<file path="src/rtl/prot_cfg_pkg.sv">
package prot_cfg_pkg;

    // Word offsets (byte offset >> 2); software decodes these.
    localparam logic [31:0] WOFS_CONTROL    = 32'd0;
    localparam logic [31:0] WOFS_NWORDS     = 32'd4;
    localparam logic [31:0] WOFS_GRAIN      = 32'd5;
    localparam logic [31:0] WOFS_WINPTR     = 32'd6;
    localparam logic [31:0] WOFS_WINDATA    = 32'd7;
    localparam logic [31:0] WOFS_IRQ_STATUS = 32'd8;
    localparam logic [31:0] WOFS_IRQ_CLR    = 32'd9;
    localparam logic [31:0] WOFS_IRQ_MASK   = 32'd10;
    localparam logic [31:0] WOFS_FAULT0     = 32'd11;
    localparam logic [31:0] WOFS_FAULT1     = 32'd12;
    localparam logic [31:0] WOFS_IRQ_SET    = 32'd13;

    localparam int CTRL_ERRRESP_BIT = 4;
    localparam int CTRL_AUTOINC_BIT = 8;
    localparam int CTRL_LOCK_BIT    = 31;

    localparam logic [31:0] CTRL_KEEP  = (32'd1 << CTRL_ERRRESP_BIT)
                                       | (32'd1 << CTRL_AUTOINC_BIT)
                                       | (32'd1 << CTRL_LOCK_BIT);
    localparam logic [31:0] CTRL_RESET = 32'h0000_0100;

    localparam logic [1:0] SIZE_WORD = 2'd2;

    typedef enum logic [3:0] {
        SEL_NONE,
        SEL_CONTROL,
        SEL_NWORDS,
        SEL_GRAIN,
        SEL_WINPTR,
        SEL_WINDATA,
        SEL_IRQ_STATUS,
        SEL_IRQ_CLR,
        SEL_IRQ_MASK,
        SEL_FAULT0,
        SEL_FAULT1,
        SEL_IRQ_SET
    } reg_sel_e;

    typedef struct packed {
        logic        wr;
        logic        rd;
        logic        full;
        reg_sel_e    sel;
        logic [3:0]  strb;
        logic [31:0] wdata;
    } bus_op_t;

    // Replace the strobed byte lanes of cur with those of nv.
    function automatic logic [31:0] lane_merge(input logic [31:0] cur,
                                               input logic [31:0] nv,
                                               input logic [3:0]  strb);
        logic [31:0] r;
        r = cur;
        for (int b = 0; b < 4; b++) begin
            if (strb[b]) r[b*8 +: 8] = nv[b*8 +: 8];
        end
        return r;
    endfunction

    function automatic reg_sel_e decode_word(input logic [31:0] w);
        reg_sel_e s;
        case (w)
            WOFS_CONTROL:    s = SEL_CONTROL;
            WOFS_NWORDS:     s = SEL_NWORDS;
            WOFS_GRAIN:      s = SEL_GRAIN;
            WOFS_WINPTR:     s = SEL_WINPTR;
            WOFS_WINDATA:    s = SEL_WINDATA;
            WOFS_IRQ_STATUS: s = SEL_IRQ_STATUS;
            WOFS_IRQ_CLR:    s = SEL_IRQ_CLR;
            WOFS_IRQ_MASK:   s = SEL_IRQ_MASK;
            WOFS_FAULT0:     s = SEL_FAULT0;
            WOFS_FAULT1:     s = SEL_FAULT1;
            WOFS_IRQ_SET:    s = SEL_IRQ_SET;
            default:         s = SEL_NONE;
        endcase
        return s;
    endfunction

endpackage

</file>
<file path="src/rtl/prot_cfg_decode.sv">
module prot_cfg_decode
    import prot_cfg_pkg::*;
#(
    parameter int ADDR_W = 12
) (
    input  logic              psel,
    input  logic              penable,
    input  logic              pwrite,
    input  logic [1:0]        psize,
    input  logic [ADDR_W-1:0] paddr,
    input  logic [31:0]       pwdata,
    input  logic [3:0]        pstrb,
    output bus_op_t           op
);
    // byte-lane address bits do not take part in register selection
    logic addr_lsb_unused;
    assign addr_lsb_unused = ^paddr[1:0];

    always_comb begin
        op.wr    = psel && penable && pwrite;
        op.rd    = psel && penable && !pwrite;
        op.full  = (psize == SIZE_WORD);
        op.sel   = decode_word(32'(paddr[ADDR_W-1:2]));
        op.strb  = pstrb;
        op.wdata = pwdata;
    end
endmodule

</file>
<file path="src/rtl/prot_cfg_lut.sv">
module prot_cfg_lut
    import prot_cfg_pkg::*;
#(
    parameter int NWORDS = 4,
    parameter int IDX_W  = 2
) (
    input  logic             clk,
    input  logic             rst,
    input  logic             lock,
    input  logic             data_wr_req,
    input  logic             data_rd_req,
    input  logic             ptr_wr,
    input  logic             full,
    input  logic [3:0]       strb,
    input  logic [31:0]      wdata,
    input  logic [IDX_W-1:0] rd_idx,
    output logic [IDX_W-1:0] idx,
    output logic [31:0]      win_word,
    output logic [31:0]      rd_word
);
    localparam logic [31:0]      NW32 = 32'(NWORDS);
    localparam logic [IDX_W-1:0] LAST = IDX_W'(NWORDS - 1);

    logic [31:0]      mem_q [NWORDS];
    logic [IDX_W-1:0] idx_q;
    logic             data_wr;
    logic             step;
    logic [31:0]      ptr_merged;
    logic [31:0]      ptr_mod;
    logic [IDX_W-1:0] idx_inc;

    assign data_wr    = data_wr_req && !lock;
    assign step       = (data_wr || data_rd_req) && full;
    assign ptr_merged = lane_merge(32'(idx_q), wdata, strb);
    assign ptr_mod    = ptr_merged % NW32;
    assign idx_inc    = (idx_q == LAST) ? '0 : idx_q + 1'b1;

    always_ff @(posedge clk) begin
        if (rst)         idx_q <= '0;
        else if (ptr_wr) idx_q <= ptr_mod[IDX_W-1:0];
        else if (step)   idx_q <= idx_inc;
    end

    for (genvar g = 0; g < NWORDS; g++) begin : g_word
        always_ff @(posedge clk) begin
            if (rst)
                mem_q[g] <= '0;
            else if (data_wr && idx_q == IDX_W'(g))
                mem_q[g] <= lane_merge(mem_q[g], wdata, strb);
        end
    end

    assign idx      = idx_q;
    assign win_word = mem_q[idx_q];
    assign rd_word  = (32'(rd_idx) < NW32) ? mem_q[rd_idx] : '0;

    a_r6_idx_in_range: assert property (@(posedge clk) disable iff (rst)
        32'(idx_q) < NW32);
    a_r6_narrow_holds_ptr: assert property (@(posedge clk) disable iff (rst)
        ((data_wr_req || data_rd_req) && !full && !ptr_wr) |=> $stable(idx_q));
    a_r6_wraps_at_end: assert property (@(posedge clk) disable iff (rst)
        ((data_wr || data_rd_req) && full && idx_q == LAST) |=> idx_q == '0);
    a_r4_locked_window: assert property (@(posedge clk) disable iff (rst)
        (data_wr_req && lock) |=> ($stable(win_word) && $stable(idx_q)));
endmodule

</file>
<file path="src/rtl/prot_cfg_irq.sv">
module prot_cfg_irq (
    input  logic        clk,
    input  logic        rst,
    input  logic        lock,
    input  logic        set_req,
    input  logic        clr_req,
    input  logic        mask_wr_req,
    input  logic        wbit0,
    input  logic        cap_valid,
    input  logic [31:0] cap_info0,
    input  logic [31:0] cap_info1,
    output logic        status,
    output logic        enable,
    output logic [31:0] info0,
    output logic [31:0] info1,
    output logic        irq
);
    logic        stat_q;
    logic        en_q;
    logic [31:0] info0_q;
    logic [31:0] info1_q;

    // status set/clear
    always_ff @(posedge clk) begin
        if (rst)          stat_q <= 1'b0;
        else if (set_req) stat_q <= 1'b1;
        else if (clr_req) stat_q <= 1'b0;
    end

    // enable keeps bit 0, frozen under lockdown
    always_ff @(posedge clk) begin
        if (rst)                       en_q <= 1'b1;
        else if (mask_wr_req && !lock) en_q <= wbit0;
    end

    // capture only while no interrupt is pending
    always_ff @(posedge clk) begin
        if (rst) begin
            info0_q <= '0;
            info1_q <= '0;
        end else if (cap_valid && !stat_q) begin
            info0_q <= cap_info0;
            info1_q <= cap_info1;
        end
    end

    assign status = stat_q;
    assign enable = en_q;
    assign info0  = info0_q;
    assign info1  = info1_q;
    assign irq    = stat_q && en_q;

    a_r9_set_reaches_status: assert property (@(posedge clk) disable iff (rst)
        set_req |=> stat_q);
    a_r9_clr_reaches_status: assert property (@(posedge clk) disable iff (rst)
        (clr_req && !set_req) |=> !stat_q);
    a_r12_info_frozen: assert property (@(posedge clk) disable iff (rst)
        stat_q |=> ($stable(info0_q) && $stable(info1_q)));
    a_r4_enable_locked: assert property (@(posedge clk) disable iff (rst)
        (mask_wr_req && lock) |=> $stable(en_q));
endmodule

</file>
<file path="src/rtl/prot_cfg_regs.sv">
module prot_cfg_regs
    import prot_cfg_pkg::*;
#(
    parameter  int NWORDS    = 4,
    parameter  int BLK_BYTES = 128,
    parameter  int ADDR_W    = 12,
    localparam int IDX_W     = (NWORDS > 1) ? $clog2(NWORDS) : 1
) (
    input  logic              clk,
    input  logic              rst,
    input  logic              psel,
    input  logic              penable,
    input  logic              pwrite,
    input  logic [1:0]        psize,
    input  logic [ADDR_W-1:0] paddr,
    input  logic [31:0]       pwdata,
    input  logic [3:0]        pstrb,
    output logic [31:0]       prdata,
    input  logic              cap_valid,
    input  logic [31:0]       cap_info0,
    input  logic [31:0]       cap_info1,
    output logic              irq,
    input  logic [IDX_W-1:0]  lut_rd_idx,
    output logic [31:0]       lut_rd_word
);
    localparam int GRAIN_CODE = $clog2(BLK_BYTES) - 5;

    bus_op_t          op;
    logic [31:0]      ctrl_q;
    logic             lock;
    logic             wbit0;
    logic [IDX_W-1:0] win_idx;
    logic [31:0]      win_word;
    logic             irq_status;
    logic             irq_enable;
    logic [31:0]      fault0;
    logic [31:0]      fault1;
    logic [31:0]      rdata_sel;

    prot_cfg_decode #(.ADDR_W(ADDR_W)) u_decode (
        .psel    (psel),
        .penable (penable),
        .pwrite  (pwrite),
        .psize   (psize),
        .paddr   (paddr),
        .pwdata  (pwdata),
        .pstrb   (pstrb),
        .op      (op)
    );

    assign lock  = ctrl_q[CTRL_LOCK_BIT];
    assign wbit0 = op.strb[0] && op.wdata[0]; // zero-fill for bit 0

    // control word
    always_ff @(posedge clk) begin
        if (rst)
            ctrl_q <= CTRL_RESET;
        else if (op.wr && op.sel == SEL_CONTROL && !lock)
            ctrl_q <= lane_merge(ctrl_q, op.wdata, op.strb) & CTRL_KEEP;
    end

    prot_cfg_lut #(.NWORDS(NWORDS), .IDX_W(IDX_W)) u_lut (
        .clk         (clk),
        .rst         (rst),
        .lock        (lock),
        .data_wr_req (op.wr && op.sel == SEL_WINDATA),
        .data_rd_req (op.rd && op.sel == SEL_WINDATA),
        .ptr_wr      (op.wr && op.sel == SEL_WINPTR),
        .full        (op.full),
        .strb        (op.strb),
        .wdata       (op.wdata),
        .rd_idx      (lut_rd_idx),
        .idx         (win_idx),
        .win_word    (win_word),
        .rd_word     (lut_rd_word)
    );

    prot_cfg_irq u_irq (
        .clk         (clk),
        .rst         (rst),
        .lock        (lock),
        .set_req     (op.wr && op.sel == SEL_IRQ_SET && wbit0),
        .clr_req     (op.wr && op.sel == SEL_IRQ_CLR && wbit0),
        .mask_wr_req (op.wr && op.sel == SEL_IRQ_MASK),
        .wbit0       (wbit0),
        .cap_valid   (cap_valid),
        .cap_info0   (cap_info0),
        .cap_info1   (cap_info1),
        .status      (irq_status),
        .enable      (irq_enable),
        .info0       (fault0),
        .info1       (fault1),
        .irq         (irq)
    );

    // read mux
    always_comb begin
        case (op.sel)
            SEL_CONTROL:    rdata_sel = ctrl_q;
            SEL_NWORDS:     rdata_sel = 32'(NWORDS);
            SEL_GRAIN:      rdata_sel = 32'(GRAIN_CODE);
            SEL_WINPTR:     rdata_sel = 32'(win_idx);
            SEL_WINDATA:    rdata_sel = win_word;
            SEL_IRQ_STATUS: rdata_sel = {31'b0, irq_status};
            SEL_IRQ_MASK:   rdata_sel = {31'b0, irq_enable};
            SEL_FAULT0:     rdata_sel = fault0;
            SEL_FAULT1:     rdata_sel = fault1;
            default:        rdata_sel = '0;
        endcase
        prdata = (psel && !pwrite) ? rdata_sel : '0;
    end

    a_r4_lock_sticky: assert property (@(posedge clk) disable iff (rst)
        lock |=> lock);
    a_r2_reserved_read_zero: assert property (@(posedge clk) disable iff (rst)
        (op.rd && op.sel == SEL_CONTROL) |-> ((prdata & ~CTRL_KEEP) == '0));
    a_r4_ctrl_locked: assert property (@(posedge clk) disable iff (rst)
        (op.wr && op.sel == SEL_CONTROL && lock) |=> $stable(ctrl_q));
endmodule

</file>
<file path="config.mk">
export PLATFORM = sky130hd
export DESIGN_NAME = prot_cfg_regs
export DESIGN_NICKNAME = d
export VERILOG_FILES = /design/src/rtl/prot_cfg_pkg.sv /design/src/rtl/prot_cfg_decode.sv /design/src/rtl/prot_cfg_lut.sv /design/src/rtl/prot_cfg_irq.sv /design/src/rtl/prot_cfg_regs.sv
export SDC_FILE = /design/constraint.sdc
export NUM_CORES = 1
export LEC_CHECK = 0
export BUFFER_PORTS_ARGS = -buffer_cell sky130_fd_sc_hd__buf_2
export CELL_PAD_IN_SITES_DETAIL_PLACEMENT = 0
export CELL_PAD_IN_SITES_GLOBAL_PLACEMENT = 1
export CORE_ASPECT_RATIO = 0.5
export CORE_MARGIN = 2
export CORE_UTILIZATION = 44
export CTS_CLUSTER_DIAMETER = 40
export DETAILED_ROUTE_END_ITERATION = 16
export PLACE_DENSITY = 0.78
export SKIP_CTS_REPAIR_TIMING = 1
export SYNTH_ARGS = -nofsm -noshare
export SYNTH_HDL_FRONTEND = slang
export SYNTH_SLANG_ARGS = --single-unit
</file>
<file path="constraint.sdc">
create_clock -name clk -period 2.9 [get_ports clk]
set_input_delay 0.145 -clock clk [delete_from_list [all_inputs] [get_ports clk]]
set_output_delay 0.145 -clock clk [all_outputs]
set_load 0.01 [all_outputs]
</file>
==> summary.txt, run 1 <==
Run status
  – Status: finished with violations
  – Failing checks: hold timing

STA
  – Hold_ws: -0.02051 ns
  – Fin crit share: 90.56%
  – Final setup violation count: 0
  – Minimum clock period: 2.626 ns
  – Final hold violations: 34
  – Setup Skew: 0.009167 ns
  – RSZ-0062 raised after global routing: no
  – Slew of the pin with the lowest slew margin: 0.9652 ns
  – Fmax: around 380 MHz
  – Slew Limit Headroom: around 36%
  – Final Slew Violations: 0
  – Setup tns final: 0 ns

Worst setup path
  – CP max-delay cell: buf_4
  – Critical path fanouts, max: 33
  – CP arrival: ~2.5 ns
  – Critical Path Max Stage Delay: 0.38 ns
  – Crit-path cells: buf_2 -> inv_1 -> ha_1 -> a21oi_4 -> buf_4 -> a2111oi_4 -> buf_4 -> o2bb2ai_1 -> a222oi_1 -> nor2_1 -> buf_2
  – Required time of the critical path: ~2.8 ns
  – Critical path class: input port to output pin
  – Worst setup SP type: input port
  – Critical path capture point type: output pin
  – Worst path bufs/invs: 5
  – Crit-path leading delay family: buffers and inverters

Route
  – Via density: about 5.6
  – Antenna violation net count after detailed routing: 0
  – Residual DRC count: 0
  – Via count: between 8000 and 9000
  – Avg WL per Cell: 20.68 um
  – Drt first-iter violations: between 700 and 800
  – Total routed wirelength: 30.90 mm
  – 1st-pass router iterations: 6

Logic synthesis
  – EDFF count, synth: between 100 and 150
  – Synth Area in Compound Gates: a little under an eighth
  – Largest family of logic cells by synthesized area: simple AND/OR/NAND/NOR gates
  – Synthesized netlist cell count: roughly 950
  – Post-Syn Area: approximately 10000 sq um
  – Synth Flop Type: edfxtp_1
  – Post-Synth Adder-Cell Area: less than 1%
  – Syn Nets: roughly 1100
  – Yosys reg bits: 201
  – Post-synthesis sequential area ratio: ~52%
  – Post-synthesis mux area share: 14.24%
  – Area share of and/or/nand/nor cells after synthesis: approximately 17%
  – YS warnings: 0
  – Syn avg cell area: around 11 sq um
  – XOR/XNOR Fraction of Synth Area: less than 1%
  – Asr flop ratio synth: 0%
  – Synth cell types: 57

Pwr
  – PwrDens: ~550 nW/um^2
  – Total leakage power: just under 5 nW
  – Worst vdd ir: 403.6 uV
  – Pwr Total: about 7 mW

Layout
  – Layout net count: 1298
  – Area growth, synth to finish: 25.48%
  – Final core occ: 56.39%
  – Commonest cells after routing, fill and taps aside: 202 x nand2_1, 184 x buf_2, 164 x nor2_1
  – Area of the multi-input gates: between 4000 and 5000 sq um
  – Layout cells sized above 1: approximately 28%
  – Most common cell after layout, fill and taps aside: nand2_1
  – Register area: between 5000 and 6000 sq um
  – Ant diodes: 0
  – Fill cells: just under 2000

Floorplanning
  – Die Area: 24640 sq um
  – Die H: roughly 110 um
  – Top-Level Pins: 187
  – Starting density of the core: ~45%
  – FP Rows: 39
  – Area of the core: roughly 23000 sq um
  – Die width: approximately 220 um

Clocking
  – Clk_lat worst skew: 0.53 ns
  – TritonCTS clock tree: done
  – Maximum clock insertion buffer count: 3
  – # H-tree levels: 1
  – Sink Count: about 200
  – CTS buffer count: 25
  – Clock Root Buffer: clkbuf_16
  – Clk slew on worst S/H paths: ~0.06 ns

Placement
  – DPL Wire Length: 20.68 mm
  – IO Port Bufs: about 180
  – GPL Wtd Cong: approximately 0.88

Min path
  – Min-Delay Path Class: input port to register

Global route
  – GRT Residual Overflow: 0
  – Largest net degree at the start of global routing: 88
  – Initial antenna violation count: 0
  – Total GRT Usage: 24.42%
  – Vias in the first global route: 7877
  – Global-route wire length before repair: between 40 and 50 mm

Flow run
  – Maxcap violations: 0
state kept, by name, indices dropped and copies added (netlist names), named ones only:
signal        cells
u_lut.mem_q     128
u_irq.info0      32
u_irq.info1      32
ctrl_q            3
u_lut.idx         2
u_irq.enable      1
u_irq.status      1
per-layer routing:
layer / GRT usage (%) / routed length, um / vias up
met3: 4.153 / 2214 / 55
met2: 37.13 / 14090 / 311
met1: 36.66 / 13930 / 4096
li1: - / - / 3884
met4: 5.548 / 669 / 0
met5: 0 / 0 / -
path summary, 6_finish.rpt:
check                                from                              end  slack (ns)  cells after the start
min reg2reg  u_irq.info1[12]$_SDFFE_PP0P_     u_irq.info1[12]$_SDFFE_PP0P_        0.45                      2
max reg2reg       ctrl_q[31]$_SDFFE_PP0P_  u_lut.mem_q[2][4]$_SDFFCE_PN0P_        0.55                      4
min                             pwdata[7]  u_lut.mem_q[0][7]$_SDFFCE_PN0P_       -0.02                      3
max                              paddr[4]                       prdata[31]        0.27                     11
Yosys cell counts, types with 3 or more instances:
master     instances  share of area [%]
a211o_1            3               0.26
a21o_1            18                1.3
a21oi_1           73                3.6
a22oi_1           26                1.9
and2_1             6               0.37
and3b_1            3               0.26
buf_1             11               0.40
buf_2             12               0.59
buf_6             12                1.3
clkbuf_1          42                1.5
dfxtp_1           73                 14
edfxtp_1         128                 37
ha_1               7               0.85
inv_1              7               0.26
mux4_2            64                 14
nand2_1          202                7.4
nand2_4            4               0.44
nand2b_1           4               0.24
nand3_1            9               0.44
nor2_1           164                6.0
nor2b_1            3               0.18
nor4_1             3               0.18
o21ai_0            3               0.15
o2bb2ai_1         28                2.4
or3_1              3               0.18
tightest hold or removal path: cells and delay by family:
kind / cells / cell delay (ns)
buf+inv: 1 / 0.08
simple gates: 2 / 0.18
cells by family (layout without fill, tap and decap cells):
kind of cell	Yosys count	in the layout
compound gates	170	170
buf+inv	86	322
flops	201	201
fa+ha+maj	7	7
xor+xnor	1	1
mux	66	66
simple gates	420	420
area by class of cell:
type | instances | area share [%]
Inverter | 7 | 0.2040
Tap cell | 307 | 2.983
Sequential cell | 201 | 41.21
Clock buffer | 27 | 5.159
Timing Repair Buffer | 270 | 13.84
Clock inverter | 18 | 1.321
Multi-Input combinational cell | 664 | 35.29
per-stage QoR:
step	instances	setup WS (ns)	hold WS, ns	cell area, sq um
2_1_floorplan	951	0.3407	0.2810	10260
3_3_place_gp	1383	0.2493	0.3878	11380
3_5_place_dp	1383	0.2184	0.3985	11380
4_1_cts	1428	0.2968	-0.1593	12220
5_1_grt	1494	0.1855	0.001838	12880
6_report	1494	0.2737	-0.02051	12880
power breakdown:
group          leakage, nW  total (mW)  switching (mW)  internal (mW)
clock                0.406        3.12            1.33           1.79
sequential            1.93        3.19          0.0515           3.14
combinational         2.60       0.719           0.410          0.309
Power figures use the tool's default switching activity.
==> inputs of run 2 (changes only) <==
--- a/config.mk
+++ b/config.mk
@@ -13,7 +13,7 @@
 export CORE_UTILIZATION = 44
 export CTS_CLUSTER_DIAMETER = 40
 export DETAILED_ROUTE_END_ITERATION = 16
-export PLACE_DENSITY = 0.78
+export PLACE_DENSITY = 0.83
 export SKIP_CTS_REPAIR_TIMING = 1
 export SYNTH_ARGS = -nofsm -noshare
 export SYNTH_HDL_FRONTEND = slang
==> summary.txt, run 2 (same netlist as run 1, synthesis figures left out) <==
Run status
  – Status: finished with violations (unchanged)
  – Failing checks: hold timing (unchanged)

Worst setup path
  – Critical Path Max Stage Delay: 0.60 ns (was 0.38 ns)
  – CP max-delay cell: mux4_2 (was buf_4)
  – R2r setup slk: 0.60 ns (was 0.55 ns)
  – Critical path capture point type: output pin (unchanged)
  – CP arrival: 2.47 ns (was 2.48 ns)
  – Critical path class: register to output pin (was input port to output pin)
  – R2R cell count: 4 (unchanged)
  – Worst R2R End: u_lut.mem_q[1][29]$_SDFFCE_PN0P_ (was u_lut.mem_q[2][4]$_SDFFCE_PN0P_)
  – Required time of the critical path: 2.76 ns (about the same)
  – Critical path fanouts, max: 9 (was 33)
  – Worst setup SP type: register (was input port)
  – Crit-path cells: buf_4 -> mux4_2 -> a22oi_1 -> nor2_1 -> buf_2 (was buf_2 -> inv_1 -> ha_1 -> a21oi_4 -> buf_4 -> a2111oi_4 -> buf_4 -> o2bb2ai_1 -> a222oi_1 -> nor2_1 -> buf_2)
  – Reg-to-reg critical path startpoint: ctrl_q[31]$_SDFFE_PP0P_ (unchanged)

Route
  – Avg WL per Cell: 20.49 um (was 20.68 um)
  – Antenna violation net count after detailed routing: 0 (unchanged)
  – Residual DRC count: 0 (unchanged)
  – Drt first-iter violations: 905 (was 767)
  – Via count: 8440 (was 8346)
  – Via density: 5.642 (was 5.586)
  – Total routed wirelength: 30.66 mm (was 30.90 mm)
  – 1st-pass router iterations: 8 (was 6)

Layout
  – Area growth, synth to finish: 25.65% (was 25.48%)
  – Finished Layout Cells: 1496 (was 1494)
  – Largest register by flop count: u_lut.mem_q (unchanged)
  – Max reg flops: 128 (unchanged)
  – Fill cells: 1966 (was 1974)
  – Ant diodes: 0 (unchanged)
  – Layout net count: 1302 (was 1298)
  – Most common cell after layout, fill and taps aside: nand2_1 (unchanged)
  – Layout cells sized above 1: 27.59% (was 27.97%)
  – Commonest cells after routing, fill and taps aside: 202 x nand2_1, 184 x buf_2, 164 x nor2_1 (unchanged)

Global route
  – Largest net degree at the start of global routing: 88 (unchanged)
  – Total GRT Usage: 24.44% (was 24.42%)
  – Vias in the first global route: 7973 (was 7877)
  – Initial antenna violation count: 0 (unchanged)
  – GRT Residual Overflow: 0 (unchanged)
  – Global-route wire length before repair: 45.85 mm (was 45.49 mm)

Placement
  – DPL Wire Length: 20.77 mm (was 20.68 mm)
  – IO Port Bufs: 184 (unchanged)
  – GPL Wtd Cong: 0.8969 (was 0.8783)
  – Cell Count Post-Placement: 1386 (was 1383)

Pwr
  – Total leakage power: 4.947 nW (was 4.939 nW)
  – PwrDens: 544.3 nW/um^2 (was 546.1 nW/um^2)
  – Worst vdd ir: 378.9 uV (was 403.6 uV)

STA
  – Setup Skew: 0.02946 ns (was 0.009167 ns)
  – Slew of the pin with the lowest slew margin: 0.9500 ns (was 0.9652 ns)
  – Hold_ws: -0.01195 ns (was -0.02051 ns)
  – Fmax: 383.1 MHz (was 380.8 MHz)
  – Slew Limit Headroom: 36.66% (was 35.65%)
  – Final Slew Violations: 0 (unchanged)
  – Setup tns final: 0 ns (unchanged)
  – Minimum clock period: 2.610 ns (was 2.626 ns)
  – Final hold violations: 9 (was 34)
  – RSZ-0062 raised after global routing: no (unchanged)
  – Fin crit share: 90.01% (was 90.56%)
  – Final setup violation count: 0 (unchanged)

Clocking
  – TritonCTS clock tree: done (unchanged)
  – Sink Count: 201 (unchanged)
  – # H-tree levels: 1 (unchanged)
  – Clock Root Buffer: clkbuf_16 (unchanged)
  – Clk slew on worst S/H paths: 0.06 ns (about the same)
  – CTS buffer count: 25 (unchanged)
  – Clk_lat worst skew: 0.52 ns (was 0.53 ns)
  – Maximum clock insertion buffer count: 3 (unchanged)

Floorplanning
  – Area of the core: 22840 sq um (unchanged)
  – Top-Level Pins: 187 (unchanged)
  – Starting density of the core: 44.94% (unchanged)
  – FP Rows: 39 (unchanged)
  – Die Area: 24640 sq um (unchanged)
  – Die width: 220.0 um (unchanged)
  – Die H: 112.0 um (unchanged)

Min path
  – WHS Endpoint: u_lut.mem_q[0][19]$_SDFFCE_PN0P_ (was u_lut.mem_q[0][7]$_SDFFCE_PN0P_)
  – Hold Startpoint: pwdata[19] (was pwdata[7])
  – Min-Delay Path Class: input port to register (unchanged)
  – Worst hold stages: 3 (unchanged)

Flow run
  – Maxcap violations: 0 (unchanged)
## run 2: cell types whose count changed in the layout (fill, tap and decap cells not counted), sizes merged
| cell | change |
|---|---|
| dlygate4sd3 | +1 |
| clkbuf | +4 |
| clkinvlp | -1 |
| bufinv | +2 |
| inv | -5 |
| clkinv | -2 |
| buf | +3 |
## run 2: worst max-delay path: cells and delay by family, from the launching register on
kind | cells | cell delay (ns)
compound gates | 1 | 0.30
buf+inv | 2 | 0.40
mux | 1 | 0.60
flops | 1 | 0.56
simple gates | 1 | 0.08
## run 2: how the worst max path moves through the flow
stage	startpoint	end	slack, ns	cells past startpoint
after floorplan	paddr[4]	u_lut.mem_q[0][0]$_SDFFCE_PN0P_	0.34	8
after global placement	paddr[4]	u_lut.mem_q[0][3]$_SDFFCE_PN0P_	0.33	8
after detailed placement	paddr[4]	u_lut.mem_q[2][27]$_SDFFCE_PN0P_	0.28	8
after CTS	register	prdata[29]	0.28	5
after global routing	register	prdata[31]	0.20	5
final	register	prdata[29]	0.29	5
## run 2: per-stage QoR
stage | cell area [sq um] | worst slack, ns | total power, mW | util (%)
5_1_grt | 12890 | 0.2015 | 7.233 | 56.46
3_5_place_dp | 11400 | 0.2763 | 3.892 | 49.94
2_1_floorplan | 10260 | 0.3407 | 3.616 | -
6_report | 12890 | 0.2897 | 7.018 | 56.46
3_3_place_gp | 11400 | 0.3343 | 3.875 | 49.94
4_1_cts | 12220 | 0.2847 | 6.967 | 53.53
## run 2: layout make-up
cell class / instances / area [sq um] / area share (%)
Clock inverter: 12 / 150.1 / 1.164
Clock buffer: 31 / 669.4 / 5.191
Tap cell: 307 / 384.1 / 2.979
Multi-Input combinational cell: 664 / 4544 / 35.24
Inverter: 7 / 26.28 / 0.2038
Sequential cell: 201 / 5306 / 41.15
Timing Repair Buffer: 274 / 1814 / 14.07
## run 2: metal layers
layer	GRT usage (%)	share of wire (%)
met1	37.67	45
met2	36.92	45
met3	3.443	7.7
met4	4.922	1.9
met5	0	0
## run 2: power by group
part	total [mW]	internal [mW]	switching, mW
clock network	3.11	1.90	1.20
logic	0.716	0.310	0.406
registers	3.19	3.14	0.0530
==> inputs of run 3 (changes only) <==
--- a/config.mk
+++ b/config.mk
@@ -13,7 +13,7 @@
 export CORE_UTILIZATION = 44
 export CTS_CLUSTER_DIAMETER = 40
 export DETAILED_ROUTE_END_ITERATION = 16
-export PLACE_DENSITY = 0.83
+export PLACE_DENSITY_LB_ADDON = 0.1
 export SKIP_CTS_REPAIR_TIMING = 1
 export SYNTH_ARGS = -nofsm -noshare
 export SYNTH_HDL_FRONTEND = slang
==> summary.txt, run 3 (same netlist as run 1, synthesis figures left out) <==
Run status
  – Status: finished with violations (unchanged)
  – Failing checks: hold timing (unchanged)

Route
  – 1st-pass router iterations: 5 (was 8)
  – Drt first-iter violations: 874 (was 905)
  – Via density: 5.541 (was 5.642)
  – Antenna violation net count after detailed routing: 0 (unchanged)
  – Total routed wirelength: 30.90 mm (was 30.66 mm)
  – Avg WL per Cell: 20.68 um (was 20.49 um)
  – Via count: 8279 (was 8440)
  – Residual DRC count: 0 (unchanged)

STA
  – Hold_ws: -0.01407 ns (was -0.01195 ns)
  – Minimum clock period: 2.597 ns (was 2.610 ns)
  – Slew of the pin with the lowest slew margin: 0.9779 ns (was 0.9500 ns)
  – Final setup violation count: 0 (unchanged)
  – Slew Limit Headroom: 34.81% (was 36.66%)
  – Fin crit share: 89.54% (was 90.01%)
  – Fmax: 385.1 MHz (was 383.1 MHz)
  – Worst setup margin: 0.3033 ns (was 0.2897 ns)
  – Setup tns final: 0 ns (unchanged)
  – Final hold violations: 21 (was 9)
  – RSZ-0062 raised after global routing: no (unchanged)
  – Final Slew Violations: 0 (unchanged)
  – Setup Skew: 0.01316 ns (was 0.02946 ns)

Placement
  – GPL Wtd Cong: 0.8445 (was 0.8969)
  – DP Worst Slack: 0.3191 ns (was 0.2763 ns)
  – Placed instance area: 11420 sq um (was 11400 sq um)
  – IO Port Bufs: 184 (unchanged)
  – DPL Wire Length: 20.58 mm (was 20.77 mm)
  – Cell Count Post-Placement: 1386 (unchanged)

Worst setup path
  – CP arrival: 2.45 ns (was 2.47 ns)
  – Required time of the critical path: 2.76 ns (about the same)
  – Critical path class: input port to output pin (was register to output pin)
  – Worst setup SP type: input port (was register)
  – Critical path capture point type: output pin (unchanged)
  – Critical path fanouts, max: 25 (was 9)

Clocking
  – # H-tree levels: 1 (unchanged)
  – Sink Count: 201 (unchanged)
  – Clock Root Buffer: clkbuf_16 (unchanged)
  – Maximum clock insertion buffer count: 3 (unchanged)
  – CTS buffer count: 23 (was 25)
  – Clk_lat worst skew: 0.52 ns (about the same)
  – Clk slew on worst S/H paths: 0.06 ns (about the same)
  – TritonCTS clock tree: done (unchanged)

Global route
  – GRT Residual Overflow: 0 (unchanged)
  – Global-route wire length before repair: 44.97 mm (was 45.85 mm)
  – Vias in the first global route: 7663 (was 7973)
  – Largest net degree at the start of global routing: 88 (unchanged)
  – Total GRT Usage: 24.55% (was 24.44%)
  – Initial antenna violation count: 0 (unchanged)

Layout
  – Finished Layout Cells: 1494 (was 1496)
  – Max reg flops: 128 (unchanged)
  – Fill cells: 2057 (was 1966)
  – Area growth, synth to finish: 24.81% (was 25.65%)
  – Largest register by flop count: u_lut.mem_q (unchanged)
  – Register area: 5306 sq um (unchanged)
  – Layout cells sized above 1: 27.30% (was 27.59%)
  – Ant diodes: 0 (unchanged)
  – Area of the multi-input gates: 4544 sq um (unchanged)
  – Layout net count: 1301 (was 1302)
  – Most common cell after layout, fill and taps aside: nand2_1 (unchanged)
  – Commonest cells after routing, fill and taps aside: 202 x nand2_1, 184 x buf_2, 164 x nor2_1 (unchanged)
  – Final instance area: 12810 sq um (was 12890 sq um)
  – Final core occ: 56.09% (was 56.46%)

Floorplanning
  – Die width: 220.0 um (unchanged)
  – Starting density of the core: 44.94% (unchanged)
  – Area of the core: 22840 sq um (unchanged)
  – FP Rows: 39 (unchanged)
  – Top-Level Pins: 187 (unchanged)
  – Die Area: 24640 sq um (unchanged)
  – Die H: 112.0 um (unchanged)

Min path
  – Min-Delay Path Class: input port to register (unchanged)

Flow run
  – Maxcap violations: 0 (unchanged)

Pwr
  – Total leakage power: 4.908 nW (was 4.947 nW)
  – PwrDens: 523.1 nW/um^2 (was 544.3 nW/um^2)
  – Worst vdd ir: 363.2 uV (was 378.9 uV)
  – Pwr Total: 6.700 mW (was 7.018 mW)
[run 3: changes by cell type in the layout (fill, tap and decap cells not counted), sizes merged]
| cell | change |
|---|---|
| bufinv | -2 |
| clkbuf | -4 |
| clkinvlp | -2 |
| clkinv | +2 |
| dlygate4sd3 | +1 |
| inv | +3 |
[run 3: cell type report]
| cell class | count | area share [%] |
|---|---|---|
| clock inverter | 13 | 0.9378 |
| tap | 307 | 2.999 |
| sequential | 201 | 41.43 |
| inverter | 7 | 0.2051 |
| clock buffer | 27 | 4.611 |
| timing repair buffer | 275 | 14.34 |
| multi-input combinational | 664 | 35.48 |
[run 3: worst paths after layout]
path                                           end  slack (ns)  depth (start not counted)                    startpoint
setup / recovery                        prdata[27]        0.30                         10                      paddr[4]
hold / removal    u_lut.mem_q[3][16]$_SDFFCE_PN0P_       -0.01                          3                    pwdata[16]
setup reg to reg  u_lut.mem_q[1][12]$_SDFFCE_PN0P_        0.71                          4       ctrl_q[31]$_SDFFE_PP0P_
hold reg to reg       u_irq.info1[31]$_SDFFE_PP0P_        0.45                          2  u_irq.info1[31]$_SDFFE_PP0P_
[run 3: critical path, cell delays in order]
cell and delay, ns:
buf_2 0.22, inv_1 0.07, ha_1 0.28, nand2b_1 0.21, o22a_1 0.28, nand3_1 0.11, nand4_1 0.40, buf_12 0.33
nor2_1 0.22, buf_2 0.19
[run 3: where the power goes]
part	total (mW)	internal, mW	switching (mW)
clock network	2.79	1.57	1.21
logic	0.727	0.316	0.411
registers	3.19	3.14	0.0487
[run 3: routing by layer]
layer | up-vias | part of all wire [%] | GRT usage, %
li1 | 3879 | - | -
met4 | 0 | 1.3 | 3.758
met5 | - | 0 | 0
met3 | 31 | 7.4 | 4.126
met1 | 4062 | 47 | 38.72
met2 | 307 | 44 | 36.12
